## src/rtl/lfc_pkg.sv

```systemverilog
package lfc_pkg;
  localparam int unsigned NLINE = 4;
  localparam int unsigned DW    = 4;
  localparam int unsigned SELW  = 3;

  typedef enum logic [SELW-1:0] {
    SEL_LOWV = 3'd0,
    SEL_OPEN = 3'd1,
    SEL_OVLD = 3'd2,
    SEL_HOT  = 3'd3
  } sel_e;
endpackage

```

## src/rtl/lfc_rst_sync.sv

```systemverilog
module lfc_rst_sync (
  input  logic clk,
  input  logic rst,
  output logic rst_n
);
  logic [1:0] sync_q;

  always_ff @(posedge clk or posedge rst) begin
    if (rst) sync_q <= 2'b00;
    else     sync_q <= {sync_q[0], 1'b1};
  end

  assign rst_n = sync_q[1];
endmodule

```

## src/rtl/lfc_host_regs.sv

```systemverilog
module lfc_host_regs
  import lfc_pkg::*;
(
  input  logic          clk,
  input  logic          rst_n,
  input  logic          ale,
  input  logic          a0,
  input  logic          cs_n,
  input  logic          wr_n,
  input  logic [DW-1:0] d_in,
  output logic          a0_eff,
  output logic [DW-1:0] iar,
  output logic [DW-1:0] ler
);
  logic          a0_hold_q, a0_hold_nx;
  logic          wr_act, wr_act_q, wr_stb;
  logic [DW-1:0] iar_q, iar_nx;
  logic [DW-1:0] ler_q, ler_nx;

  always_comb begin
    a0_eff = ale ? a0 : a0_hold_q;
    wr_act = !cs_n && !wr_n;
    wr_stb = wr_act && !wr_act_q;
  end

  always_comb begin
    a0_hold_nx = a0_hold_q;
    iar_nx     = iar_q;
    ler_nx     = ler_q;
    if (ale) a0_hold_nx = a0;
    if (wr_stb) begin
      if (a0_eff) ler_nx = d_in;
      else        iar_nx = d_in;
    end
  end

  always_ff @(posedge clk or negedge rst_n) begin
    if (!rst_n) begin
      a0_hold_q <= 1'b0;
      wr_act_q  <= 1'b0;
      iar_q     <= '0;
      ler_q     <= '0;
    end else begin
      a0_hold_q <= a0_hold_nx;
      wr_act_q  <= wr_act;
      iar_q     <= iar_nx;
      ler_q     <= ler_nx;
    end
  end

  assign iar = iar_q;
  assign ler = ler_q;

  assert_ler_load_R2: assert property (@(posedge clk) disable iff (!rst_n)
    (!cs_n && !wr_n && !wr_act_q && a0_eff) |=> (ler_q == $past(d_in)));

  assert_iar_load_R3: assert property (@(posedge clk) disable iff (!rst_n)
    (!cs_n && !wr_n && !wr_act_q && !a0_eff) |=> (iar_q == $past(d_in)));

  assert_no_write_without_cs_R10: assert property (@(posedge clk) disable iff (!rst_n)
    cs_n |=> ($stable(ler_q) && $stable(iar_q)));

  assert_addr_hold_R6: assert property (@(posedge clk) disable iff (!rst_n)
    (!ale && !$past(ale)) |-> $stable(a0_hold_q));
endmodule

```

## src/rtl/lfc_thermal_guard.sv

```systemverilog
module lfc_thermal_guard
  import lfc_pkg::*;
#(
  parameter int unsigned RECOV_CYCLES = 20000
) (
  input  logic             clk,
  input  logic             rst_n,
  input  logic [NLINE-1:0] hot_in,
  output logic [NLINE-1:0] tdis
);
  localparam int unsigned CW = $clog2(RECOV_CYCLES + 1);
  localparam logic [CW-1:0] LAST = CW'(RECOV_CYCLES - 1);

  for (genvar n = 0; n < NLINE; n++) begin : g_line
    logic          flag_q, flag_nx;
    logic [CW-1:0] cnt_q, cnt_nx;

    always_comb begin
      flag_nx = flag_q;
      cnt_nx  = cnt_q;
      if (hot_in[n]) begin
        flag_nx = 1'b1;
        cnt_nx  = '0;
      end else if (flag_q) begin
        if (cnt_q == LAST) begin
          flag_nx = 1'b0;
          cnt_nx  = '0;
        end else begin
          cnt_nx = cnt_q + 1'b1;
        end
      end
    end

    always_ff @(posedge clk or negedge rst_n) begin
      if (!rst_n) begin
        flag_q <= 1'b0;
        cnt_q  <= '0;
      end else begin
        flag_q <= flag_nx;
        cnt_q  <= cnt_nx;
      end
    end

    assign tdis[n] = flag_q;

    assert_trip_sets_R7: assert property (@(posedge clk) disable iff (!rst_n)
      hot_in[n] |=> tdis[n]);

    assert_clear_only_when_cool_R7: assert property (@(posedge clk) disable iff (!rst_n)
      $fell(tdis[n]) |-> !$past(hot_in[n]));
  end
endmodule

```

## src/rtl/lfc_readout.sv

```systemverilog
module lfc_readout
  import lfc_pkg::*;
(
  input  logic             cs_n,
  input  logic             rd_n,
  input  logic             a0_eff,
  input  logic [DW-1:0]    iar,
  input  logic [NLINE-1:0] lowv,
  input  logic [NLINE-1:0] open,
  input  logic [NLINE-1:0] ovld_m,
  input  logic [NLINE-1:0] tdis,
  output logic [DW-1:0]    d_out,
  output logic             d_oe
);
  logic [DW-1:0] grp;
  logic [DW-1:0] ptr_word;
  sel_e          sel;

  always_comb begin
    sel = sel_e'(iar[SELW-1:0]);
    case (sel)
      SEL_LOWV: grp = lowv;
      SEL_OPEN: grp = open;
      SEL_OVLD: grp = ovld_m;
      SEL_HOT:  grp = tdis;
      default:  grp = '0;
    endcase
    ptr_word = {|tdis, iar[SELW-1:0]};
    d_oe     = !cs_n && !rd_n;
    d_out    = d_oe ? (a0_eff ? grp : ptr_word) : '0;
  end
endmodule

```

## src/rtl/lfc_feeder_ctl.sv

```systemverilog
module lfc_feeder_ctl
  import lfc_pkg::*;
#(
  parameter int unsigned RECOV_CYCLES = 20000
) (
  input  logic             clk,
  input  logic             rst,
  input  logic             ale,
  input  logic             a0,
  input  logic             cs_n,
  input  logic             rd_n,
  input  logic             wr_n,
  input  logic [DW-1:0]    d_in,
  output logic [DW-1:0]    d_out,
  output logic             d_oe,
  input  logic [NLINE-1:0] lowv_in,
  input  logic [NLINE-1:0] open_in,
  input  logic [NLINE-1:0] ovld_in,
  input  logic [NLINE-1:0] hot_in,
  output logic [NLINE-1:0] line_on,
  output logic             irq_n
);
  localparam int unsigned IRQ_EN_BIT = DW - 1;

  logic             rst_n;
  logic             a0_eff;
  logic [DW-1:0]    iar;
  logic [DW-1:0]    ler;
  logic [NLINE-1:0] tdis;
  logic [NLINE-1:0] ovld_m;

  lfc_rst_sync u_rst (
    .clk   (clk),
    .rst   (rst),
    .rst_n (rst_n)
  );

  lfc_host_regs u_regs (
    .clk    (clk),
    .rst_n  (rst_n),
    .ale    (ale),
    .a0     (a0),
    .cs_n   (cs_n),
    .wr_n   (wr_n),
    .d_in   (d_in),
    .a0_eff (a0_eff),
    .iar    (iar),
    .ler    (ler)
  );

  lfc_thermal_guard #(.RECOV_CYCLES(RECOV_CYCLES)) u_therm (
    .clk    (clk),
    .rst_n  (rst_n),
    .hot_in (hot_in),
    .tdis   (tdis)
  );

  always_comb begin
    line_on = ler[NLINE-1:0] & ~tdis;
    ovld_m  = ovld_in & line_on;
    irq_n   = !(iar[IRQ_EN_BIT] && (|ovld_m));
  end

  lfc_readout u_rd (
    .cs_n   (cs_n),
    .rd_n   (rd_n),
    .a0_eff (a0_eff),
    .iar    (iar),
    .lowv   (lowv_in),
    .open   (open_in),
    .ovld_m (ovld_m),
    .tdis   (tdis),
    .d_out  (d_out),
    .d_oe   (d_oe)
  );

  assert_idle_bus_quiet_R5: assert property (@(posedge clk) disable iff (!rst_n)
    cs_n |-> (!d_oe && d_out == '0));

  assert_mask_holds_irq_R8: assert property (@(posedge clk) disable iff (!rst_n)
    !iar[IRQ_EN_BIT] |-> irq_n);

  assert_dark_lines_no_irq_R9: assert property (@(posedge clk) disable iff (!rst_n)
    (line_on == '0) |-> irq_n);

  assert_tripped_line_dark_R7: assert property (@(posedge clk) disable iff (!rst_n)
    $past(hot_in[0]) |-> !line_on[0]);
endmodule

```

## config.mk

```make
export PLATFORM = sky130hd
export DESIGN_NAME = lfc_feeder_ctl
export DESIGN_NICKNAME = d
export VERILOG_FILES = /design/src/rtl/lfc_pkg.sv /design/src/rtl/lfc_rst_sync.sv /design/src/rtl/lfc_host_regs.sv /design/src/rtl/lfc_thermal_guard.sv /design/src/rtl/lfc_readout.sv /design/src/rtl/lfc_feeder_ctl.sv
export SDC_FILE = /design/constraint.sdc
export NUM_CORES = 1
export LEC_CHECK = 0
export ABC_AREA = 1
export BUFFER_PORTS_ARGS = -buffer_cell sky130_fd_sc_hd__buf_2
export CORE_MARGIN = 5
export CORE_UTILIZATION = 42
export DETAILED_ROUTE_END_ITERATION = 10
export PLACE_DENSITY = 0.63
export SYNTH_ARGS = -nofsm -noshare
export SYNTH_HDL_FRONTEND = slang
export SYNTH_SLANG_ARGS = --single-unit
```

## constraint.sdc

```tcl
create_clock -name clk -period 2.45 [get_ports clk]
set_input_delay 0.735 -clock clk [delete_from_list [all_inputs] [get_ports clk]]
set_output_delay 0.735 -clock clk [all_outputs]
set_load 0.02 [all_outputs]
```

# == Word level (Yosys, flattened, before mapping) ==
# Cells that the tools add are included.
# op_classes
n_eq_ne,7
bitwise_logic,4
addsub,4
n_reduce_logical,18
muxes,28
# op_table
cell,n
15-bit two-way mux,12
"15-bit by 1-bit adder with 15-bit output, second input constant",4
"15-bit == test, second input constant",4
4-bit case mux with 4 select lines,1
1-bit two-way mux,13
4-bit bitwise AND,2
4-bit two-way mux,2
2-bit nonzero test,4
4-bit OR reduction,2
"3-bit by 2-bit == test with 1-bit output, second input constant",2
1-bit zero test,5
1-bit logical AND,4
4-bit inverter,1
2-bit AND reduction,2
"3-bit by 1-bit == test with 1-bit output, second input constant",1
3-bit zero test,1
1-bit inverter,1
# word_totals
reg_bits,76
elab_cells,74

# == Depth between registers and ports, before layout ==
# Gate-level depths: netlist of the first run.
# logic_depth
depth_word,6
depth_mapped,10

# == Modules after synthesis ==
# A second synthesis of the first run with hierarchy kept.
# hier_totals
cells_unflattened,678
area_unflattened_um2,4828.4
# by_module_without_submodules
module,cells_each,n_inst,area_each_um2,seq_area_each_um2
lfc_thermal_guard,555,1,3956.3,1601.5
lfc_host_regs,50,1,449.2,250.2
lfc_readout,47,1,237.7,0.0
lfc_feeder_ctl,22,1,127.6,0.0
lfc_rst_sync,4,1,57.6,50.0

# == Least setup slack after synthesis of the first run ==
# No wires, ideal clock.
# synth_path
path_type,input to output
start,input cs_n
end,output d_out[0]
arrival_ns,1.571
path_slack_ns,0.144
cell_stages,3
t_required_ns,1.715
path_cell_list,nor2_1 inv_1 a21oi_1
# synth_via
elab_chain_cells,3
# synth_rtl
item,line,text
"start, declared",lfc_feeder_ctl.sv:10,"input logic cs_n,"
1-bit zero test,lfc_readout.sv:29,d_oe = !cs_n && !rd_n;
1-bit logical AND,lfc_readout.sv:29,
4-bit two-way mux,lfc_readout.sv:30,d_out = d_oe ? (a0_eff ? grp : ptr_word) : '0;
"end, declared",lfc_feeder_ctl.sv:14,"output logic [DW-1:0] d_out,"
# No other way between the ends.

# == Worst setup path in the final report of the first run ==
# layout_path
start,input cs_n
end,output d_out[3]
# The elaborated chain is that of the path after synthesis.

==> results of run 1 <==
synth_stat cells, drive strengths merged (3+ instances only):
cell type	n	area (um2)
a21oi	9	56.3
buf	8	52.6
dfrtp	76	1900
ha	4	50.1
inv	69	259
nand2	196	758
nand3	49	288
nand4	25	156
nor2	86	358
nor3	9	45.0
nor3b	3	22.5
o21ai	54	304
o21bai	6	52.6
o22ai	6	56.3
xnor2	5	43.8
xor2	17	149
cells by family (layout without fill, tap and decap cells):
group	after synthesis	in the layout
flip-flops	76	76
AO/OA/AOI/OAI	79	79
AND/OR/NAND/NOR	372	372
other	1	1
buffers and inverters	80	136
XOR/XNOR	22	22
adder cells (fa/ha/maj)	4	4
worst paths after layout:
kind,end,slack (ns),cells past startpoint
max in group asynchronous,u_regs.iar[0]$_DFFE_PN0P_,1.55,1
worst min-delay path,u_rst.sync_q[1]$_DFF_PP0_,0.23,2
worst min register to register,u_therm.g_line[2].cnt_q[2]$_DFFE_PN0P_,0.30,0
min in group clk,u_rst.sync_q[1]$_DFF_PP0_,0.36,0
worst max register to register,u_therm.g_line[2].cnt_q[9]$_DFFE_PN0P_,0.86,6
worst max-delay path,d_out[3],0.11,7
registers in the layout (all words and copies together) (netlist names):
name,count
u_regs.a0_hold_q,1
u_regs.wr_act_q,1
u_therm.g_line.flag_q,4
u_therm.g_line.cnt_q,60
u_rst.sync_q,2
u_regs.iar,4
u_regs.ler,4
cell type report:
cell class / instances / area (um2) / share of cell area, %
clock buffers: 10 / 128 / 2.41
inverters: 71 / 269 / 5.08
repair buffers: 50 / 309 / 5.84
flip-flops and latches: 76 / 1910 / 36.1
well taps: 140 / 175 / 3.31
multi-input cells: 478 / 2450 / 46.3
clock inverters: 5 / 53.8 / 1.02
what timing repair did:
item / in CTS / in global routing
endpoints found under the setup margin: 3 / 4
buffers inserted: 0 / 4
resized for setup: 8 / 20
pin swaps: 0 / 1
layout by cell type, fill, tap and decap left out, types with 13 or more instances in the layout:
cell,count
buf_2,33
dfrtp_1,71
buf_4,15
nor2_1,71
xor2_1,17
nor2_2,13
inv_1,57
nand4_1,25
o21ai_1,31
o21ai_0,14
nand2_1,188
nand3_1,39
through the flow:
stage | cell area, um2 | power (mW) | hold slack (ns)
after floorplan | 4630 | 1.53 | 0.331
after global placement | 5020 | 1.62 | 0.320
after detailed placement | 5020 | 1.62 | 0.328
after CTS | 5220 | 2.58 | 0.215
after global routing | 5300 | 2.71 | 0.220
final | 5300 | 2.57 | 0.227
layer usage:
metal	part of all wire [%]	global-route usage, %	wire length [um]
met1	50	25.5	5550
met2	45	28.0	4940
met3	3.9	2.47	432
met4	1.2	5.24	133
met5	0	0	0
power by group through the flow:
stage	registers (mW)	logic, mW	clock network (mW)
after floorplan	1.38	0.157	0
after global placement	1.38	0.236	0
after detailed placement	1.38	0.240	0
after CTS	1.36	0.249	0.964
after global routing	1.38	0.315	1.02
final	1.37	0.273	0.935
worst register-to-register path, cell delays in order (launching register included):
cell	delay, ns
dfrtp_1	0.43
ha_1	0.26
nand3_1	0.13
nor2_1	0.07
nand2_1	0.08
nand3_2	0.30
o21ai_1	0.25
==> flow_metrics.py, run 1 <==
metrics = {
    "cells_and_area": {
        "utilization_pct": 48.8,
        "nFillCells": 1110,
        "fin_cells": 830,
        "layout-drive-gt1-share_pct": 19.3,
        "nets": 717,
        "area_growth_pct": 14.5,
        "antennaDiodeCount": 0,
    },
    "clocking": {
        "clk_pin_slew_ns": 0.07,
        "cts_root_buffer": "clkbuf_8",
        "clock_sinks": 76,
        "cts_tree": "yes",
        "cts_buffers": 9,
        "postCtsHoldBufs": 0,
        "insertion_delay_ns": 0.35,
        "h-tree-depth": 3,
        "clockBufferDepth": 2,
    },
    "pwr": {
        "sw_frac_of_total_pct": 27.2,
        "power_switching_uw": 701,
        "leakage_nw": 2.35,
        "seqPwrFrac_pct": 53.1,
        "power.internal_mw": 1.87,
        "p_comb_share_pct": 10.6,
        "p_clk_share_pct": 36.3,
        "ir_worst_vdd_uv": 228,
        "p_per_area_nw_per_um2": 486,
    },
    "placement": {
        "port_buffers": 36,
        "dp_cells": 811,
        "dp_hpwl_um": 8140,
        "place_congestion": 0.861,
        "pre_cts_slack_ns": 0.0646,
    },
    "synth": {
        "yosysWarnings": 0,
        "synth_flop_cell": "dfrtp_1",
        "ys_seq_area_share_pct": 41.1,
        "synthCells": 634,
        "syn-num-nets": 665,
        "synth_xor_area_share_pct": 4.17,
        "synth-simple-area-share_pct": 35.8,
        "synth_area_um2": 4630,
        "synth.area.mux_share_pct": 0,
        "ys_seq_elements": 76,
        "synth_compound_area_share_pct": 10.8,
        "syn_avg_cell_area_um2": 7.30,
        "async_flop_share_pct": 100,
        "synth_top_family_by_area": "simple AND/OR/NAND/NOR gates",
        "synth_fa_ha_area_share_pct": 1.08,
        "synth_cell_types": 38,
        "synth-edff-count": 0,
    },
    "setup_path": {
        "crit_path_max_fanout": 4,
        "crit_buf_inv": 4,
        "end_kind": "output pin",
        "cp-start-kind": "primary input",
        "cp_cell_sequence": "buf_2 -> nor2_1 -> inv_2 -> a31oi_1 -> nand2_1 -> inv_1 -> buf_2",
        "crit_path_top_delay_cell": "nor2_1",
        "crit_family": "buffers and inverters",
        "cp_common_cell": "buf_2",
        "critPathRequiredTime_ns": 1.71,
        "crit_start": "cs_n",
        "worst_ep_arrival_time_ns": 1.60,
        "r2r_start": "u_therm.g_line[2].cnt_q[0]$_DFFE_PN0P_",
        "criticalPathCategory": "primary input to output pin",
        "cpPeakStageDelay_ns": 0.21,
    },
    "timing": {
        "fmax_mhz": 428,
        "grt_setup_unrepaired": "yes",
        "hold_viol": 0,
        "fin_crit_ns": 2.34,
        "skew_ns": 0.0123,
        "drv_slew": 0,
        "setup_ws_ns": 0.114,
        "finalCritPeriodShare_pct": 95.3,
        "tightestPinTransition_ns": 0.510,
        "setup_viol_count_final": 0,
        "max-slew-margin-rel_pct": 66.0,
        "tns_ns": 0,
    },
    "global_routing": {
        "grt_pass1_vias": 4050,
        "track_usage_pct": 17.8,
        "grt_max_degree": 40,
        "grt_pass1_wl_um": 19100,
        "gr-total-overflow": 0,
        "antenna_found_initial": 0,
    },
    "detailed_routing": {
        "antenna_left": 0,
        "vias": 4201,
        "wire_per_inst_um": 13.3,
        "remaining_drc_errors": 0,
        "postRouteWirelength_um": 11000,
        "first_iter_violations": 232,
        "dr.pass1.iters": 5,
        "via_per_inst": 5.06,
    },
    "run_status": {
        "status": "completed",
    },
    "floorplan": {
        "core_um2": 10800,
        "start_util_pct": 42.7,
        "io_pins": 37,
        "core.rowCount": 38,
        "die-height_um": 115,
        "fp.dieArea_um2": 13200,
        "die_x_um": 115,
    },
    "flow_run": {
        "drv_cap": 0,
    },
    "worst_hold_path": {
        "min-delay-path-class": "primary input to async pin",
    },
}
Note: power is estimated with default switching activity, not from simulation.
==> inputs of run 2 (changes only) <==
- CELL_PAD_IN_SITES_DETAIL_PLACEMENT: default -> 1
- CELL_PAD_IN_SITES_GLOBAL_PLACEMENT: default -> 2
- CORE_ASPECT_RATIO: default -> 1.25
- CORE_UTILIZATION: 42 -> 38
- PLACE_DENSITY: 0.63 -> 0.87
- clock period: 2.45 -> 2.7 ns (I/O delays scaled with it)
==> run 2 against run 1 <==
- global-route usage grew 1.4 points
- clock power grew 61%
- first-iteration DRC count shrank 47%
- setup slack gained 0.042 ns
- design area grew 1.5%
- combinational power shrank 25%
- via count grew 1.6%
- power grew 15%
- critical path type is now flop to output pin
- largest cell class unchanged
==> flow_metrics.py, run 2 (synthesis results as in run 1) <==
metrics = {
    "detailed_routing": {
        "dr.pass1.iters": 4,
        "vias": 4270,
        "remaining_drc_errors": 0,
        "postRouteWirelength_um": 12800,
        "via_per_inst": 5.05,
        "antenna_left": 0,
        "first_iter_violations": 123,
        "wire_per_inst_um": 15.2,
    },
    "pwr": {
        "p_per_area_nw_per_um2": 553,
        "ir_worst_vdd_uv": 274,
        "leakage_nw": 2.37,
    },
    "timing": {
        "setup_ws_ns": 0.156,
        "finalCritPeriodShare_pct": 94.2,
        "grt_setup_unrepaired": "no",
        "max-slew-margin-rel_pct": 33.9,
        "hold_viol": 0,
        "tightestPinTransition_ns": 0.992,
        "skew_ns": 0.00653,
        "setup_viol_count_final": 0,
        "drv_slew": 0,
        "tns_ns": 0,
        "fmax_mhz": 393,
        "fin_crit_ns": 2.54,
    },
    "cells_and_area": {
        "largest_reg_flops": 60,
        "antennaDiodeCount": 0,
        "utilization_pct": 44.6,
        "layout_commonest_cell": "nand2_1",
        "layout-drive-gt1-share_pct": 16.0,
        "most-common-layout-cells": "nand2_1, nor2_1, dfrtp_1, inv_1, nand3_1",
        "top_register": "u_therm.g_line.cnt_q",
        "area_growth_pct": 16.2,
        "nets": 707,
        "stdcell_area_um2": 5370,
    },
    "setup_path": {
        "end_kind": "output pin",
        "worst_ep_arrival_time_ns": 1.73,
        "cp_cell_sequence": "clkinv_1 -> nand3_2 -> nor2_1 -> nor2_1 -> nand4_1 -> nand2_1 -> nor2_1 -> buf_2",
        "cp-start-kind": "flop",
        "r2r_setup_slack_ns": 1.08,
        "cpPeakStageDelay_ns": 0.38,
        "criticalPathCategory": "flop to output pin",
        "cp_common_cell": "nor2_1",
        "critPathRequiredTime_ns": 1.89,
        "crit_path_max_fanout": 9,
        "crit_path_top_delay_cell": "dfrtp_1",
    },
    "clocking": {
        "insertion_delay_ns": 0.34,
        "clock_sinks": 76,
        "cts_buffers": 9,
        "clockBufferDepth": 2,
        "cts_root_buffer": "clkbuf_16",
        "clk_pin_slew_ns": 0.06,
        "cts_tree": "yes",
        "cts_setup_buffers": 0,
        "h-tree-depth": 3,
    },
    "global_routing": {
        "grt_pass1_vias": 4588,
        "track_usage_pct": 19.2,
        "antenna_found_initial": 0,
        "grt_pass1_wl_um": 22200,
        "gr-total-overflow": 0,
        "grt_max_degree": 75,
    },
    "placement": {
        "pre_cts_slack_ns": 0.115,
        "port_buffers": 36,
        "place_congestion": 0.862,
        "place_area_um2": 4990,
        "dp_hpwl_um": 9570,
    },
    "worst_hold_path": {
        "min-delay-path-class": "primary input to async pin",
    },
    "flow_run": {
        "drv_cap": 0,
    },
    "floorplan": {
        "core_um2": 12000,
        "fp.dieArea_um2": 14500,
        "io_pins": 37,
        "die_x_um": 109,
        "start_util_pct": 38.4,
        "die-height_um": 133,
        "core.rowCount": 45,
    },
    "run_status": {
        "status": "completed",
    },
}
-- run 2: path summary, 6_finish.rpt --
| check | start | end | cells after the start |
|---|---|---|---|
| worst max-delay path | u_regs.iar[2]$_DFFE_PN0P_ | d_out[2] | 8 |
| worst min-delay path | rst | u_rst.sync_q[1]$_DFF_PP0_ | 2 |
| worst max register to register | u_therm.g_line[2].cnt_q[0]$_DFFE_PN0P_ | u_therm.g_line[2].cnt_q[0]$_DFFE_PN0P_ | 6 |
| worst min register to register | u_rst.sync_q[0]$_DFF_PP0_ | u_rst.sync_q[1]$_DFF_PP0_ | 0 |
| max in group asynchronous | u_rst.sync_q[1]$_DFF_PP0_ | u_regs.iar[0]$_DFFE_PN0P_ | 0 |
| min in group clk | u_rst.sync_q[0]$_DFF_PP0_ | u_rst.sync_q[1]$_DFF_PP0_ | 0 |
-- run 2: area by class of cell --
cell class | count | area [um2]
fill | 1573 | 6680
inverter | 71 | 267
tap | 164 | 205
multi-input combinational | 478 | 2410
sequential | 76 | 1910
clock buffer | 12 | 246
clock inverter | 4 | 120
timing repair buffer | 40 | 213
-- run 2: critical path: cells and delay by family (launching register included) --
kind,cells,cell delay [ns]
simple gates,6,0.58
buf+inv,2,0.43
flops,1,0.38
-- run 2: what timing repair did --
item / in CTS / in global routing
hold endpoints to repair: 0 / 0
endpoints found under the setup margin: 0 / 4
hold buffers: 0 / 0
resized for setup: 0 / 8
-- run 2: where the power goes --
part / internal (mW) / leakage, nW / switching (mW) / total (mW)
sequential: 1.18 / 1.01 / 0.0707 / 1.25
combinational: 0.0755 / 1.19 / 0.128 / 0.204
clock: 1.02 / 0.177 / 0.488 / 1.51
total: 2.28 / 2.37 / 0.687 / 2.97
-- run 2: metal layers --
metal / global-route usage, % / vias up / share of wire (%)
li1: - / 2137 / -
met1: 23.8 / 2059 / 44
met2: 33.3 / 56 / 51
met3: 3.10 / 18 / 2.6
met4: 6.81 / 0 / 2.1
met5: 0 / - / 0
-- run 2: through the flow --
stage / hold WS (ns) / std cells / total power, mW
4_1_cts: 0.302 / 845 / 3.00
6_report: 0.309 / 845 / 2.97
2_1_floorplan: 0.331 / 634 / 1.39
3_3_place_gp: 0.340 / 829 / 1.46
5_1_grt: 0.301 / 845 / 3.11
3_5_place_dp: 0.361 / 829 / 1.48
